<file path="src/rtl/csel_unit.sv">
module csel_unit #(
  parameter int NCS   = 4,
  parameter int WSW   = 4,
  parameter int GWAIT = 3,
  parameter int EXTW  = 2,
  localparam int IW   = $clog2(NCS)
) (
  input  logic           clk,
  input  logic           rst_n,
  input  logic           reg_we,
  input  logic [IW:0]    reg_addr,
  input  logic [31:0]    reg_wdata,
  input  logic           as_n,
  input  logic [31:0]    addr,
  input  logic [2:0]     fc,
  input  logic           rw,
  input  logic           ext_ack8_n,
  output logic [NCS-1:0] cs_n,
  output logic [1:0]     dsack_n
);

  logic [31:0]    base_q [NCS];
  logic [31:0]    opt_q  [NCS];
  logic           glob_q;
  logic           active_q, ack_q, ext_q, s8_q;
  logic [NCS-1:0] sel_q, hit, win;
  logic [WSW-1:0] cnt_q, wt_q, w_sel;
  logic           s8_sel;

  always_ff @(posedge clk) begin
    if (!rst_n) begin
      glob_q <= 1'b1;
      for (int i = 0; i < NCS; i++) begin
        base_q[i] <= '0;
        opt_q[i]  <= '0;
      end
    end else if (reg_we) begin
      if (reg_addr[0]) opt_q[reg_addr[IW:1]]  <= reg_wdata;
      else             base_q[reg_addr[IW:1]] <= reg_wdata;
      if (!reg_addr[0] && reg_addr[IW:1] == '0 && reg_wdata[0]) glob_q <= 1'b0;
    end
  end

  for (genvar i = 0; i < NCS; i++) begin : g_match
    wire adr_ok = ((addr ^ base_q[i]) & ~opt_q[i] & 32'hFFFF_FF00) == '0;
    wire fc_ok  = ((fc ^ base_q[i][7:5]) & ~opt_q[i][7:5]) == '0;
    wire wp_ok  = !(base_q[i][1] && !rw);
    assign hit[i] = glob_q ? (i == 0) : (base_q[i][0] && adr_ok && fc_ok && wp_ok);
  end

  assign win = hit & (~hit + NCS'(1));

  always_comb begin
    w_sel  = '0;
    s8_sel = 1'b0;
    for (int i = 0; i < NCS; i++)
      if (win[i]) begin
        w_sel  = opt_q[i][WSW-1:0];
        s8_sel = opt_q[i][WSW];
      end
    if (glob_q) begin
      w_sel  = WSW'(GWAIT);
      s8_sel = 1'b0;
    end
  end

  always_ff @(posedge clk) begin
    if (!rst_n || as_n) begin
      active_q <= 1'b0;
      sel_q    <= '0;
      ack_q    <= 1'b0;
      ext_q    <= 1'b0;
      cnt_q    <= '0;
      wt_q     <= '0;
      s8_q     <= 1'b0;
    end else if (!active_q) begin
      active_q <= 1'b1;
      sel_q    <= win;
      wt_q     <= w_sel;
      s8_q     <= s8_sel;
      cnt_q    <= '0;
    end else if (!ack_q && !ext_q) begin
      if (!ext_ack8_n && cnt_q <= WSW'(EXTW)) ext_q <= 1'b1;
      else if (cnt_q == wt_q && |sel_q)       ack_q <= 1'b1;
      else if (cnt_q != wt_q)                 cnt_q <= cnt_q + WSW'(1);
    end
  end

  assign cs_n    = ~sel_q;
  assign dsack_n = ack_q ? (s8_q ? 2'b10 : 2'b01) : 2'b11;

endmodule


</file>
<file path="config.mk">
export PLATFORM = sky130hd
export DESIGN_NAME = csel_unit
export DESIGN_NICKNAME = d
export VERILOG_FILES = /design/src/rtl/csel_unit.sv
export SDC_FILE = /design/constraint.sdc
export NUM_CORES = 1
export LEC_CHECK = 0
export ABC_AREA = 1
export BUFFER_PORTS_ARGS = -buffer_cell sky130_fd_sc_hd__buf_2
export CORE_ASPECT_RATIO = 1.4
export CORE_MARGIN = 2
export CORE_UTILIZATION = 50
export CTS_BUF_LIST = sky130_fd_sc_hd__clkbuf_4 sky130_fd_sc_hd__clkbuf_8 sky130_fd_sc_hd__clkbuf_16
export CTS_CLUSTER_DIAMETER = 40
export DETAILED_ROUTE_END_ITERATION = 8
export GPL_TIMING_DRIVEN = 0
export HOLD_SLACK_MARGIN = 0.1
export PLACE_DENSITY_LB_ADDON = 0.12
export SYNTH_ARGS = -nofsm -noshare
export SYNTH_HDL_FRONTEND = slang
export SYNTH_SLANG_ARGS = --single-unit
export TNS_END_PERCENT = 50
</file>
<file path="constraint.sdc">
create_clock -name clk -period 3.44 [get_ports clk]
set_clock_uncertainty 0.1 [all_clocks]
set_input_delay 0.172 -clock clk [delete_from_list [all_inputs] [get_ports clk]]
set_output_delay 0.172 -clock clk [all_outputs]
set_load 0.01 [all_outputs]
</file>
## Word level (Yosys, flattened, before mapping)

Memory sizes are Yosys's and may differ from the RTL's.
Cells that the tools add are included.
Widths: inputs -> output; s select.

| storage, ports and cells | value |
|---|---|
| output and inout port bits | 6 |
| bits in registers | 17 |
| logic and storage cells | 126 |
| memories | 2 |
| RAM bits | 256 |

| operators by class | value |
|---|---|
| equal/unequal tests | 2 |
| mux-type cells | 32 |
| $lt $le $gt $ge | 1 |
| add/sub/neg operators | 2 |
| reduce and logical (&&, ||, !) cells | 49 |
| bitwise logic cells | 30 |

Memories:

| memory | depth | bits a word | read ports | clocked after Yosys merged registers in | wr ports | RTL line | source |
|---|---|---|---|---|---|---|---|
| base_q | 4 | 32 | 4 | 0 | 4 | 22 | `logic [31:0] base_q [NCS];` |
| opt_q | 4 | 32 | 4 | 0 | 4 | 23 | `logic [31:0] opt_q [NCS];` |

Operators with widths:

| operator | count |
|---|---|
| $and 32x32->32 | 4 |
| $logic_not 32->1 | 4 |
| $not 32->32 | 4 |
| $xor 32x32->32 | 4 |
| $mux 32 | 2 |
| $reduce_or 32->1 | 2 |
| $logic_and 1x1->1 | 21 |
| $mux 1 | 21 |
| $mux 4 | 5 |
| $and 3x3->3 | 4 |
| $logic_not 3->1 | 4 |
| $not 3->3 | 4 |
| $xor 3x3->3 | 4 |
| $logic_not 1->1 | 10 |
| $add 4x1->4 const B | 2 |
| $mux 2 | 4 |
| $not 4->4 | 2 |
| $reduce_and 4->1 | 2 |
| $and 4x4->4 | 1 |
| $eq 4x4->1 | 1 |
| $le 4x2->1 const B | 1 |
| $ne 4x4->1 | 1 |
| $reduce_or 4->1 | 1 |
| $not 1->1 | 3 |
| other kinds (5) | 5 |

## Logic depth before layout (Yosys ltp)

Gate-level depths: netlist of run 1.

| depth | value |
|---|---|
| depth after elaboration | 15 |
| depth in mapped cells | 17 |

## Worst setup path after synthesis of run 1

No wires, ideal clock.

| path | value |
|---|---|
| path kind | input port to flip-flop |
| start point | in reg_addr[1] |
| end point | mem opt_q[1][0], enable pin |
| setup time | 466 ps |
| slack | 197 ps |
| buffers on the path | 0 |
| stages | 4 |
| data arrival time | 2677 ps |
| data required time | 2874 ps |
| cells stage by stage | inv_1 > nor2_1 > inv_2 > o21ai_0 |

RTL lines:

| element | RTL line | source |
|---|---|---|
| start, declared | 11 | `input logic [IW:0] reg_addr,` |
| end, declared | 23 |  |

==> results of run 1 <==
[sequential cells by signal, indices dropped and copies added (netlist names)]
signal	flops
ack_q	1
glob_q	1
s8_q	1
sel_q	4
cnt_q	4
wt_q	4
opt_q	128
active_q	1
ext_q	1
base_q	116
[per-layer routing]
metal,track usage,wire length [um],vias up
met5,0,0,-
met4,0.0990,1080,0
met3,0.0338,1860,73
met2,0.475,17300,340
met1,0.313,12700,4473
li1,-,-,4625
[cells by family after synthesis]
| logic type | share of synthesized area |
|---|---|
| AOI/OAI and AO/OA | 0.0231 |
| adders and majority gates | 0.00203 |
| and+or+nand+nor | 0.266 |
| xor gates and xnor gates | 0.00926 |
| DFF | 0.624 |
| buffers and inverters | 0.0765 |
[power by group]
part           leakage, nW  internal (W)  switching [W]
clock                0.547       0.00223        0.00130
sequential            2.49       0.00368      0.0000672
combinational         3.22      0.000237       0.000500
[worst min-delay path, stage by stage]
cell and delay [ps]:
buf_2 130, nor2_1 140, nor2_1 100, nand4_1 70
nand2_1 50, nor2_1 90, nor2_1 40
[path summary, 6_finish.rpt]
kind,end,slack [ps]
max,opt_q[0][19],810
min,wt_q[0],180
min reg2reg,s8_q,370
max reg2reg,s8_q,1210
[final cells by class]
type	count	share of cell area
timing repair buffer	114	0.0615
inverter	211	0.0537
tap	310	0.0263
buffer	34	0.0101
multi-input combinational	851	0.254
clock inverter	23	0.0230
clock buffer	33	0.0524
sequential	261	0.519
[placed cells by master, fill, tap and decap left out, types with 3 or more instances in the layout]
master,instances
nor2_1,340
nand2_1,287
edfxtp_1,244
inv_1,196
buf_2,72
nand3_1,42
dlygate4sd3_1,39
nor3_1,38
nand3b_1,30
clkbuf_16,30
clkbuf_1,25
a21oi_1,24
o21ai_0,19
nand4_1,17
dfxtp_1,17
inv_2,13
xnor2_1,8
bufinv_16,8
or2_0,7
clkinv_1,6
nand2_2,5
xor2_1,5
clkinv_2,5
buf_12,5
o21ai_4,4
nor2_2,4
or2_2,3
clkbuf_4,3
buf_16,3
[metrics by stage]
step	cell area, um2	std cells	setup TNS [ps]	setup WS, ps	util
floorplan	12300	1357	0	197	-
global placement	13000	1734	-272510	-2570	0.541
detailed placement	13300	1742	0	834	0.551
CTS	14800	1837	0	838	0.614
global route	14800	1837	0	708	0.614
finish	14800	1837	0	805	0.614
==> results.toml, run 1 <==
[finish]
regArea_um2 = 7670
nets = 1581
multiInputGateArea_um2 = 3740
n_antenna_cell = 0
fillerInstances = 2002
drive_gt1_frac = 0.109
syn2layout_area_growth_pct = 20.0

[global_route]
antenna_found_initial = 0
grt_pass1_vias = 9231
grt.overflow.total = 0
grt_pass1_wl_um = 50300
grt_max_degree = 24
gr-usage-all-layers = 0.262

[logic_synthesis]
ys_seq_area_frac = 0.624
synth_area_leaders = "edfxtp_1 60%, nor2_1 10%, nand2_1 8.9%"
syn-num-nets = 1435
synth_commonest_cells = "340 x nor2_1, 291 x nand2_1, 244 x edfxtp_1"
synth.top_cell.area_share = 0.596
yosysMostFrequentCell = "nor2_1"
syn-cell-area_um2 = 12300
yosysWarningCount = 0
async_flop_share = 0
ys_ff_latch = 261
synthCells = 1357
synth_edf_count = 244
synth_ff_type = "edfxtp_1"
yosys.area.top_type = "edfxtp_1"
synth.avg_cell_area_um2 = 9.06
synthDistinctLibCells = 36

[floorplanning]
core-area_um2 = 24100
ioPinCount = 82
num_rows = 67
die_area_um2 = 25900
die_width_um = 137
die_height_um = 190
start_util = 0.511

[clock_tree]
ctsLongestPathBuffers = 3
clkSlewWorstSetupHoldPaths_ps = 60
cts_tree = "yes"
htree_levels = 1
clock_latency_ps = 560
cts_sinks = 261
postCtsHoldBufs = 39
ctsResizeCount = 0
cts_made_buffers = 30
cts_root_buf = "clkbuf_16"
post_cts_buffers = 0

[place]
hpwl_um = 22700
port_buffers = 67
place.gp.congestion = 0.838

[timing]
hold_ws_ps = 176
fin_crit_sh = 0.766
hold_viol_final = 0
maxSlewViolCount = 0
worst_pin_slew_ps = 813
fmaxAchievable_ghz = 0.380
setup_viol = 0
relSlewSlack = 0.456
rsz0062_at_grt = "false"
min_period_ps = 2630

[route]
drc = 0
via_per_inst = 5.18
wl_per_cell_um = 18.0
via_count = 9511
wirelength_um = 33000
antenna_left = 0
drt-initial-drc-count = 746
drtPass1Iterations = 8

[critical_path]
crit_path_end_kind = "register"
cp.arrival_ps = 2780
cp.depth = 8
ff2ff_path_depth = 13
worstSetupPathType = "in -> reg"
cp-start-kind = "primary input"
required_ps = 3590
critPathMaxFanout = 23
crit_family = "buffers and inverters"
path_cells = "dlygate4sd3_1, buf_2, inv_1, nor2_1, nand2_1, clkbuf_1, nand2_2, buf_12"
r2r-start = "base_q[3][31]"
startpoint = "rst_n"
slowest_stage = "dlygate4sd3_1"
slowest_delay_ps = 550
crit_buf_inv = 5

[power]
p_per_area_nw_per_um2 = 542
power_w = 0.00801
p_leak_nw = 6.26
irDropWorstVdd_mv = 0.389

[worst_hold_path]
min_delay_path_depth = 7
worstHoldStart = "rw"
hp-class = "in -> reg"

[outcome]
status = "completed"

[run]
max-cap-violations = 0
No activity file was read; power rests on OpenSTA's default activity.
==> inputs of run 2 (changes only) <==
Clock period 3.44 ns to 2.3 ns, I/O delays scaled along.
==> results.toml, run 2 (synthesis results as in run 1) <==
[critical_path]
slowest_stage = "edfxtp_1"
worstSetupPathType = "reg -> reg"
slowest_delay_ps = 380
path_cells = "inv_1, nand2_1, nand3b_1, nand2_1, nor2_1, nand4_1, nor2_4, nor2_4, buf_6, nand2_1, nand3_1, nand2_1, nand2_1"
r2r-start = "base_q[1][18]"
critPathMaxFanout = 10
crit_family = "simple AND/OR/NAND/NOR gates"
required_ps = 2640
regToRegEndpoint = "wt_q[3]"
rrSetupSlack_ps = 110
path_common_cell = "nand2_1"
crit_buf_inv = 2
ff2ff_path_depth = 13
startpoint = "base_q[1][18]"
cp-start-kind = "register"
crit_path_end_kind = "register"
cp.arrival_ps = 2540

[finish]
top_regs = "opt_q x128, base_q x116"
final_cell_mix = "339 x nor2_1, 287 x nand2_1, 244 x edfxtp_1, 196 x inv_1, 72 x buf_2"
n_antenna_cell = 0
postLayoutCellArea_um2 = 14700
largest_reg_flops = 128
largest-register = "opt_q"
fin_util = 0.613
regArea_um2 = 7670
nets = 1582
drive_gt1_frac = 0.109
syn2layout_area_growth_pct = 19.9
multiInputGateArea_um2 = 3750
fillerInstances = 2020
layout_commonest_cell = "nor2_1"

[floorplanning]
die_height_um = 190
die_area_um2 = 25900
start_util = 0.511
core-area_um2 = 24100
num_rows = 67
ioPinCount = 82
die_width_um = 137

[worst_hold_path]
hp-class = "in -> reg"
worstHoldEndpoint = "wt_q[0]"
worstHoldStart = "rw"
min_delay_path_depth = 7

[clock_tree]
cts_made_buffers = 30
post_cts_buffers = 0
cts_root_buf = "clkbuf_16"
cts_tree = "yes"
htree_levels = 1
cts_sinks = 261
clkSlewWorstSetupHoldPaths_ps = 60
clock_latency_ps = 560
ctsLongestPathBuffers = 3

[power]
p_per_area_nw_per_um2 = 800
power.switching_w = 0.00275
power_w = 0.0118
sequentialPowerShare = 0.475
p_leak_nw = 6.24
power_frac_clock = 0.432
swShare = 0.233
irDropWorstVdd_mv = 0.651
combPwrFrac = 0.093
p_int_w = 0.00904

[timing]
relSlewSlack = 0.349
worst_pin_slew_ps = 973
setup_viol = 0
rsz0062_at_grt = "true"
hold_viol_final = 0
maxSlewViolCount = 0
fin_crit_sh = 0.954
tns_ps = 0
hold_ws_ps = 127
fmaxAchievable_ghz = 0.456
min_period_ps = 2190

[global_route]
grt_pass1_vias = 9281
grt_pass1_wl_um = 50600
grt.overflow.total = 0
antenna_found_initial = 0
gr-usage-all-layers = 0.263
grt_max_degree = 24

[route]
antenna_left = 0
drtPass1Iterations = 7
via_per_inst = 5.12
wirelength_um = 33100
via_count = 9410
wl_per_cell_um = 18.0
drt-initial-drc-count = 661
drc = 0

[place]
hpwl_um = 22900
port_buffers = 67
place.gp.congestion = 0.858
dpl_cell_area_um2 = 13300

[outcome]
status = "completed"

[run]
max-cap-violations = 0
run 2: cell count changes in the layout (fill, tap and decap cells not counted), moves of 2 or more:
| cell | delta |
|---|---|
| bufinv_16 | -2 |
| clkbuf_4 | +2 |
| clkinv_1 | +2 |
| dlygate4sd3_1 | +2 |
| o21ai_0 | -3 |
| o21ai_1 | +3 |
run 2: repair_timing:
item,in CTS,in global routing
hold buffers,41,0
resized for setup,0,5
hold endpoints to repair,253,0
endpoints found under the setup margin,0,27
run 2: worst max path at each step:
stage	to	slack, ps	depth (start not counted)
6_report	wt_q[3]	110	13
5_1_grt	wt_q[3]	-30	13
4_1_cts	s8_q	70	13
3_5_place_dp	opt_q[0][16]	-240	7
3_3_place_gp	base_q[1][18]	-3230	5
2_1_floorplan	base_q[1][0]	-670	4
run 2: layout make-up:
class,count,area share
Tap cell,310,0.0263
Inverter,211,0.0537
Timing Repair Buffer,116,0.0630
Sequential cell,261,0.520
Clock inverter,20,0.0173
Buffer,33,0.00985
Clock buffer,36,0.0552
Multi-Input combinational cell,851,0.254
run 2: worst register-to-register path: stages, from the launching register on:
cell,delay (ps)
edfxtp_1,380
inv_1,70
nand2_1,50
nand3b_1,80
nand2_1,80
nor2_1,280
nand4_1,200
nor2_4,280
nor2_4,80
buf_6,150
nand2_1,100
nand3_1,90
nand2_1,100
nand2_1,50
run 2: stage by stage:
step / worst slack (ps) / std cells
final: 106 / 1838
after global routing: -26.4 / 1838
after CTS: 71.7 / 1839
after detailed placement: -240 / 1742
after global placement: -3230 / 1734
after floorplan: -669 / 1357
run 2: metal layers:
layer / global-route usage / wire length, um / vias to the layer above
met3: 0.0298 / 1810 / 68
met5: 0 / 0 / -
met2: 0.466 / 17200 / 293
met1: 0.327 / 13100 / 4429
met4: 0.0998 / 986 / 0
li1: - / - / 4620
run 2: power groups by stage:
stage	combinational (W)	clock, W	sequential (W)
6_report	0.00110	0.00509	0.00560
5_1_grt	0.00122	0.00530	0.00563
4_1_cts	0.00110	0.00511	0.00560
3_5_place_dp	0.00104	0	0.00570
3_3_place_gp	0.000968	0	0.00571
2_1_floorplan	0.000597	0	0.00568
